### src/rtl/bts_pkg.sv
package bts_pkg;
  // bit 1: step down, bit 0: step before access
  typedef enum logic [1:0] {
    MODE_UP_AFTER   = 2'b00,
    MODE_UP_BEFORE  = 2'b01,
    MODE_DN_AFTER   = 2'b10,
    MODE_DN_BEFORE  = 2'b11
  } step_mode_e;
endpackage

### src/rtl/bts_popcount.sv
module bts_popcount #(
  parameter int W  = 16,
  parameter int CW = 5
) (
  input  logic [W-1:0]  vec_i,
  output logic [CW-1:0] cnt_o
);
  always_comb begin
    cnt_o = '0;
    for (int i = 0; i < W; i++) cnt_o = cnt_o + CW'(vec_i[i]);
  end
endmodule

### src/rtl/bts_lowest.sv
module bts_lowest #(
  parameter int W  = 16,
  parameter int IW = 4
) (
  input  logic [W-1:0]  mask_i,
  output logic [IW-1:0] idx_o,
  output logic [W-1:0]  rest_o
);
  always_comb begin
    idx_o = '0;
    for (int i = W - 1; i >= 0; i--) if (mask_i[i]) idx_o = IW'(i);
  end
  // clear lowest set bit
  assign rest_o = mask_i & (mask_i - W'(1));
endmodule

### src/rtl/bts_addr_calc.sv
module bts_addr_calc
  import bts_pkg::*;
#(
  parameter int AW  = 32,
  parameter int CW  = 5,
  parameter int BSH = 2
) (
  input  logic [AW-1:0] base_i,
  input  logic [CW-1:0] cnt_i,
  input  step_mode_e    mode_i,
  output logic [AW-1:0] first_o,
  output logic [AW-1:0] wb_o
);
  localparam logic [AW-1:0] STEP = AW'(1) << BSH;
  logic [AW-1:0] span;

  assign span = AW'(cnt_i) << BSH;
  assign wb_o = mode_i[1] ? (base_i - span) : (base_i + span);

  always_comb begin
    unique case (mode_i)
      MODE_UP_AFTER:  first_o = base_i;
      MODE_UP_BEFORE: first_o = base_i + STEP;
      MODE_DN_AFTER:  first_o = base_i - span + STEP;
      default:        first_o = base_i - span;
    endcase
  end
endmodule

### src/rtl/blk_xfer_seq.sv
module blk_xfer_seq
  import bts_pkg::*;
#(
  parameter int NUM_REGS   = 16,
  parameter int ADDR_W     = 32,
  parameter int WORD_BYTES = 4
) (
  input  logic                        clk_i,
  input  logic                        rst_ni,
  input  logic                        start_i,
  input  logic [NUM_REGS-1:0]         reg_list_i,
  input  logic [ADDR_W-1:0]           base_i,
  input  logic [1:0]                  mode_i,
  input  logic                        wb_en_i,
  input  logic                        stall_i,
  output logic                        busy_o,
  output logic                        xfer_valid_o,
  output logic [$clog2(NUM_REGS)-1:0] xfer_reg_o,
  output logic [ADDR_W-1:0]           xfer_addr_o,
  output logic                        done_o,
  output logic                        wb_valid_o,
  output logic [ADDR_W-1:0]           wb_addr_o
);
  localparam int IDX_W = $clog2(NUM_REGS);
  localparam int CNT_W = $clog2(NUM_REGS + 1);
  localparam int BSH   = $clog2(WORD_BYTES);
  localparam logic [ADDR_W-1:0] STEP = ADDR_W'(1) << BSH;

  logic                busy_q, done_q, wb_en_q;
  logic [NUM_REGS-1:0] mask_q, mask_rest;
  logic [ADDR_W-1:0]   addr_q, wb_q, first_addr, wb_calc;
  logic [CNT_W-1:0]    sel_cnt;
  logic                fire;

  bts_popcount #(.W(NUM_REGS), .CW(CNT_W)) u_cnt (
    .vec_i (reg_list_i),
    .cnt_o (sel_cnt)
  );

  bts_addr_calc #(.AW(ADDR_W), .CW(CNT_W), .BSH(BSH)) u_calc (
    .base_i  (base_i),
    .cnt_i   (sel_cnt),
    .mode_i  (step_mode_e'(mode_i)),
    .first_o (first_addr),
    .wb_o    (wb_calc)
  );

  bts_lowest #(.W(NUM_REGS), .IW(IDX_W)) u_low (
    .mask_i (mask_q),
    .idx_o  (xfer_reg_o),
    .rest_o (mask_rest)
  );

  assign fire = busy_q & ~stall_i;

  always_ff @(posedge clk_i or negedge rst_ni) begin
    if (!rst_ni) begin
      busy_q  <= 1'b0;
      done_q  <= 1'b0;
      wb_en_q <= 1'b0;
      mask_q  <= '0;
      addr_q  <= '0;
      wb_q    <= '0;
    end else begin
      done_q <= 1'b0;
      if (!busy_q && start_i) begin
        mask_q  <= reg_list_i;
        addr_q  <= first_addr;
        wb_q    <= wb_calc;
        wb_en_q <= wb_en_i;
        busy_q  <= |reg_list_i;
        done_q  <= ~|reg_list_i;  // empty list completes at once
      end else if (fire) begin
        mask_q <= mask_rest;
        addr_q <= addr_q + STEP;
        if (mask_rest == '0) begin
          busy_q <= 1'b0;
          done_q <= 1'b1;
        end
      end
    end
  end

  assign busy_o       = busy_q;
  assign xfer_valid_o = fire;
  assign xfer_addr_o  = addr_q;
  assign done_o       = done_q;
  assign wb_valid_o   = done_q & wb_en_q;
  assign wb_addr_o    = wb_q;
endmodule

### config.mk
export PLATFORM = sky130hd
export DESIGN_NAME = blk_xfer_seq
export DESIGN_NICKNAME = d
export VERILOG_FILES = /design/src/rtl/bts_pkg.sv /design/src/rtl/bts_popcount.sv /design/src/rtl/bts_lowest.sv /design/src/rtl/bts_addr_calc.sv /design/src/rtl/blk_xfer_seq.sv
export SDC_FILE = /design/constraint.sdc
export NUM_CORES = 1
export LEC_CHECK = 0
export ABC_AREA = 1
export CORE_UTILIZATION = 44
export DETAILED_ROUTE_END_ITERATION = 8
export DONT_BUFFER_PORTS = 1
export SYNTH_ARGS = -nofsm -noshare
export SYNTH_HDL_FRONTEND = slang
export SYNTH_SLANG_ARGS = --single-unit
### constraint.sdc
create_clock -name clk_i -period 5.5 [get_ports clk_i]
set_clock_uncertainty 0.2 [all_clocks]
set_input_delay 1.375 -clock clk_i [delete_from_list [all_inputs] [get_ports clk_i]]
set_output_delay 1.375 -clock clk_i [all_outputs]
set_load 0.02 [all_outputs]
==> impl_metrics.toml, run 1 <==
[power]
ir_drop_mv = 0.3010
leakage_uw = 0.005963
power_density_mw_per_mm2 = 447.9
power_uw = 5743

[critical_path]
cp.arrival_ns = 6.97
critical_path.max_stage_delay_ns = 0.59
path_buf_inv = 4
critPathMaxFanout = 6
slowest_stage = "fa_2"
critPathRequiredTime_ns = 5.54
start_kind = "input pin"
end_kind = "flop"
crit_family = "adder cells"
crit_type = "input pin to flop"

[min_path]
hold_path_class = "flop to flop"

[global_routing]
gr-usage-all-layers_pct = 33.45
antenna_found_initial = 0
grt_pass1_vias = 10180
grt_pass1_wl_mm = 55.90
grt_overflow = 0
grt_max_degree = 91

[sta]
worst_slack_ns = -1.431
finalSetupViolCount = 57
layout_min_cycle_time_ns = 6.931
hold_slack_ns = 0.2882
hold_violations = 0
max_slew.worst_pin.slew_ns = 0.9627
max_freq_mhz = 144.3
max_slew_margin_pct = 35.82
tns_ns = -58.83
period_share_pct = 126.0
rsz0062_at_grt = "true"
slew_viol_final = 0

[cts]
clock_latency_ns = 0.35
cts_sinks = 83
cts_tree = "built"
cts_root_buffer = "clkbuf_16"
cts.clk_slew.worst_paths_ns = 0.07
ctsHoldBuffers = 0
cts_max_path_buffers = 2
h-tree-depth = 3
cts_buffers = 9

[synth]
syn_area_per_cell_sq_um = 6.161
synth_top_cell_by_area = "dfrtp_1"
synth_commonest_cells = "nand2_1, inv_1, nor2_1"
yosysWarnings = 0
syn_inst = 1488
yosysMostFrequentCell = "nand2_1"
synth_cell_types = 56
synth_area_sq_mm = 0.009168
synth_edf_count = 0
syn-num-nets = 1577
ys_seq_area_share_pct = 22.66
synth_top_area_share_pct = 22.66
async_reset_ff_share_pct = 100.0
ys_seq_elements = 83
synthFlopType = "dfrtp_1"
synth_area_leaders = "dfrtp_1, nand2_1, nand3_1"

[detailed_routing]
met3_length_mm = 4.069
drt-initial-drc-count = 938
via_per_inst = 5.668
vias = 11050
postRouteAntennaNets = 0
routed.top_layer = "met4"
wl_met1_mm = 15.64
drt_first_pass_iters = 5
drc = 0
wl_met2_mm = 16.15
routed_wl_mm = 36.85
wl_per_cell_um = 18.91

[final_layout]
final.fill_count = 1824
fin_nets = 1763
n_antenna_cell = 0
multiInputGateArea_sq_mm = 0.007520
regArea_sq_mm = 0.002077
syn_to_final_growth_pct = 39.88
layout-drive-gt1-share_pct = 33.17

[floorplanning]
fp.dieArea_sq_mm = 0.02142
die-height_um = 146.3
rows = 52
initial_core_util_pct = 45.16
num_io_pins = 127
core_area_sq_mm = 0.02030
dieWidth_um = 146.3

[placed_design]
place.gp.congestion = 0.9790
place_hpwl_mm = 26.14
dpl_worst_slack_ns = -1.984
port_buffers = 0

[outcome]
violations = "negative setup slack"
outcome = "complete, but fails checks"

[flow_run]
drv_cap = 0
-- layout make-up --
cell class	count	share of cell area, %
clock inverters	5	0.4683
repair buffers	234	14.96
well taps	270	2.634
inverters	169	5.132
multi-input cells	1177	58.64
flip-flops and latches	83	16.20
clock buffers	11	1.971
-- repair_timing --
action | 4_1_cts | 5_1_grt
resized for setup | 174 | 177
setup endpoints to repair | 57 | 59
buffers inserted | 33 | 32
gates cloned | 1 | 0
pin swaps | 79 | 108
hold endpoints to repair | 0 | 0
-- state kept, by name, indices dropped and copies added (netlist names) --
signal       count
mask_q          16
busy_o           1
wb_addr_o       32
done_o           1
xfer_addr_o     32
wb_en_q          1
-- tightest hold or removal path, delay by kind of cell, from the launching register on --
family        cells  cell delay (ns)
flops             1             0.35
simple gates      2             0.11
-- stage by stage --
| step | instances | cell area (sq um) | utilization, % |
|---|---|---|---|
| after CTS | 1922 | 11920 | 58.70 |
| after detailed placement | 1878 | 10750 | 52.95 |
| after floorplan | 1488 | 9339 | - |
| after global routing | 1949 | 12820 | 63.17 |
| after global placement | 1878 | 10750 | 52.95 |
| final | 1949 | 12820 | 63.17 |
-- placed cells by master, fill, tap and decap left out, types with 13 or more instances in the layout --
| cell | instances |
|---|---|
| nor2_1 | 122 |
| buf_4 | 191 |
| nand4_1 | 26 |
| nand2_1 | 350 |
| a21oi_1 | 69 |
| nand3_2 | 22 |
| a21oi_2 | 19 |
| nor2_4 | 38 |
| nor3_1 | 23 |
| ha_1 | 15 |
| buf_6 | 43 |
| nand2_2 | 57 |
| o211ai_1 | 13 |
| xor2_1 | 18 |
| o21ai_0 | 63 |
| o21ai_1 | 31 |
| nand3_4 | 18 |
| dfrtp_1 | 83 |
| inv_2 | 18 |
| o21ai_2 | 15 |
| nor2_2 | 18 |
| a31oi_1 | 14 |
| inv_1 | 143 |
| nand3_1 | 95 |
| nand2_4 | 36 |
-- power by group --
part	internal [uW]	switching, uW
clock network	379	268
logic	1570	2030
registers	892	612
total	2840	2910
-- layer usage --
metal / global-route usage (%) / vias up
met5: 0 / -
met4: 10.26 / 0
met3: 7.281 / 76
met2: 49.90 / 566
met1: 47.92 / 5166
li1: - / 5239
-- logic make-up after synthesis --
group,Yosys count,share of synthesized area [%]
simple gates,843,42.13
fa+ha+maj,34,5.623
buf+inv,229,10.02
xor+xnor,33,3.153
flops,83,22.66
compound gates,266,16.42
-- path summary, 6_finish.rpt --
kind	start	to	slack, ns	depth (start not counted)
worst max-delay path	reg_list_i[1]	xfer_addr_o[21]$_DFFE_PN0P_	-1.43	28
worst min-delay path	wb_en_q$_DFFE_PN0P_	wb_en_q$_DFFE_PN0P_	0.29	2
worst max register to register	xfer_addr_o[2]$_DFFE_PN0P_	xfer_addr_o[30]$_DFFE_PN0P_	2.35	12
worst min register to register	wb_en_q$_DFFE_PN0P_	wb_en_q$_DFFE_PN0P_	0.29	2
max in group asynchronous	rst_ni	mask_q[6]$_DFFE_PN0P_	4.46	0
min in group asynchronous	rst_ni	mask_q[14]$_DFFE_PN0P_	0.51	0
No activity file was read; power rests on OpenSTA's default activity.
==> inputs of run 2 (changes only) <==
--- a/config.mk
+++ b/config.mk
@@ -11,4 +11,5 @@
 export DONT_BUFFER_PORTS = 1
 export SYNTH_ARGS = -nofsm -noshare
 export SYNTH_HDL_FRONTEND = slang
+export SYNTH_HIERARCHICAL = 1
 export SYNTH_SLANG_ARGS = --single-unit
==> impl_metrics.toml, run 2 <==
[outcome]
outcome = "complete, but fails checks"
violations = "negative setup slack"

[detailed_routing]
drc = 0
wl_per_cell_um = 17.08
drt-initial-drc-count = 768
met3_length_mm = 2.302
postRouteAntennaNets = 0
routed.top_layer = "met4"
via_per_inst = 5.488
drt_first_pass_iters = 5
vias = 11510
routed_wl_mm = 35.81
wl_met2_mm = 17.63
wl_met1_mm = 14.59

[flow_run]
drv_cap = 0

[floorplanning]
die-height_um = 151.8
num_io_pins = 127
dieWidth_um = 151.8
initial_core_util_pct = 45.08
core_area_sq_mm = 0.02189
rows = 54
fp.dieArea_sq_mm = 0.02303

[power]
ir_drop_mv = 0.4517
leakage_uw = 0.006147
power_density_mw_per_mm2 = 478.2

[synth]
synth_edf_count = 0
synthFlopType = "dfrtp_1"
ys_seq_area_share_pct = 21.05
synth_top_family_by_area = "simple AND/OR/NAND/NOR gates"
synth.area.mux_share_pct = 0
yosysMostFrequentCell = "nand2_1"
synthXorXnorAreaFrac_pct = 1.686
synth-simple-area-share_pct = 48.18
syn-num-nets = 1759
async_reset_ff_share_pct = 100.0
synth_fa_ha_area_share_pct = 5.680
syn_inst = 1667
synth_top_cell_by_area = "nand2_1"
syn_area_per_cell_sq_um = 5.920
ys_seq_elements = 83
synth_commonest_cells = "nand2_1, nor2_1, inv_1"
yosysWarnings = 6
synth_area_leaders = "nand2_1, dfrtp_1, nand3_1"
synth_cell_types = 57
synth_area_sq_mm = 0.009868
synth_compound_area_share_pct = 11.97
synth_top_area_share_pct = 21.19

[critical_path]
setup.worst_path.start = "reg_list_i[0]"
worst_r2r_path_depth = 7
endpoint = "xfer_addr_o[30]$_DFFE_PN0P_"
start_kind = "input pin"
r2r-end = "done_o$_DFF_PN0_"
crit_top_cell = "fa_1"
crit_type = "input pin to flop"
slowest_stage = "fa_1"
critical_path.max_stage_delay_ns = 0.51
r2r_start = "busy_o$_DFFE_PN0P_"
critPathMaxFanout = 6
cp.arrival_ns = 7.12
reg2reg_slack_ns = 3.01
critPathRequiredTime_ns = 5.59
end_kind = "flop"

[cts]
cts_tree = "built"
cts_sinks = 83
cts_max_path_buffers = 2
cts_root_buffer = "clkbuf_16"
ctsHoldBuffers = 0
cts_buffers = 9
cts.clk_slew.worst_paths_ns = 0.07
h-tree-depth = 3
clock_latency_ns = 0.36

[placed_design]
place.gp.congestion = 0.9442
port_buffers = 0
dpl_worst_slack_ns = -2.096
place_hpwl_mm = 25.88

[sta]
rsz0062_at_grt = "true"
hold_slack_ns = 0.2827
finalSetupViolCount = 57
worst_slack_ns = -1.526
max_slew.worst_pin.slew_ns = 0.9082
period_share_pct = 127.7
slew_viol_final = 0
max_slew_margin_pct = 39.45
hold_violations = 0
layout_min_cycle_time_ns = 7.026
max_freq_mhz = 142.3

[global_routing]
grt_pass1_wl_mm = 55.60
grt_pass1_vias = 11000
gr-usage-all-layers_pct = 31.09
grt_max_degree = 84
antenna_found_initial = 0
grt_overflow = 0

[final_layout]
n_antenna_cell = 0
layout-drive-gt1-share_pct = 29.94
fin_nets = 1904
syn_to_final_growth_pct = 29.31
final_common_cell = "nand2_1"
final_cell_mix = "nand2_1, buf_4, nor2_1"

[min_path]
hold_path_class = "flop to flop"
hold_depth = 2
## run 2: cell types whose count changed after synthesis, moves of 20 or more
cell      delta
clkbuf_1    -21
nor3_1      -20
a21oi_1     +21
o21ai_0     -50
nand3_1     +37
nand2_1    +139
nor2_1      +50
## run 2: area by class of cell
type | instances | area, sq um
sequential | 83 | 2077
tap | 280 | 350.3
inverter | 177 | 669.4
clock inverter | 6 | 73.82
fill | 2200 | 9130
multi-input combinational | 1333 | 7695
timing repair buffer | 208 | 1657
clock buffer | 10 | 239.0
## run 2: worst min-delay path by stage
stage / from / end / slack [ns]
2_1_floorplan: wb_en_q$_DFFE_PN0P_ / wb_en_q$_DFFE_PN0P_ / 0.25
3_3_place_gp: wb_en_q$_DFFE_PN0P_ / wb_en_q$_DFFE_PN0P_ / 0.27
3_5_place_dp: wb_en_q$_DFFE_PN0P_ / wb_en_q$_DFFE_PN0P_ / 0.27
4_1_cts: wb_en_q$_DFFE_PN0P_ / wb_en_q$_DFFE_PN0P_ / 0.29
5_1_grt: wb_en_q$_DFFE_PN0P_ / wb_en_q$_DFFE_PN0P_ / 0.34
6_report: wb_en_q$_DFFE_PN0P_ / wb_en_q$_DFFE_PN0P_ / 0.28
## run 2: where the power goes
group          leakage (uW)  internal [uW]  switching, uW
Clock              0.000147            370            299
Combinational       0.00495           1750           2270
Sequential          0.00105            871            547
## run 2: logic make-up after synthesis
family	Yosys count
buffers and inverters	251
DFF	83
adders and majority gates	37
xor gates and xnor gates	19
other	1
and+or+nand+nor	1065
AOI/OAI and AO/OA	211
## run 2: per-stage QoR
step / utilization [%] / setup TNS [ns] / cell area (sq um) / std cells / total power [uW]
finish: 58.29 / -66.13 / 12760 / 2097 / 6102
floorplan: - / -57.79 / 9968 / 1667 / 3311
global route: 58.29 / -79.34 / 12760 / 2097 / 6517
CTS: 56.06 / -64.84 / 12270 / 2082 / 5622
detailed placement: 50.38 / -91.03 / 11030 / 2027 / 4315
global placement: 50.38 / -87.22 / 11030 / 2027 / 4271
## run 2: timing repair
| action | CTS | global route |
|---|---|---|
| pin swaps | 97 | 104 |
| setup endpoints to repair | 57 | 58 |
| resized for setup | 186 | 99 |
| setup buffers | 40 | 21 |
## run 2: metal layers
layer / GRT usage [%] / vias to the layer above
li1: - / 5627
met1: 37.93 / 5413
met2: 53.86 / 372
met3: 5.120 / 97
met4: 12.87 / 0
met5: 0 / -
## run 2: worst max-delay path, delay by kind of cell
family / cells / cell delay (ns)
fa+ha+maj: 8 / 3.20
simple gates: 14 / 1.32
buf+inv: 5 / 0.55
compound gates: 3 / 0.46
xor+xnor: 1 / 0.19
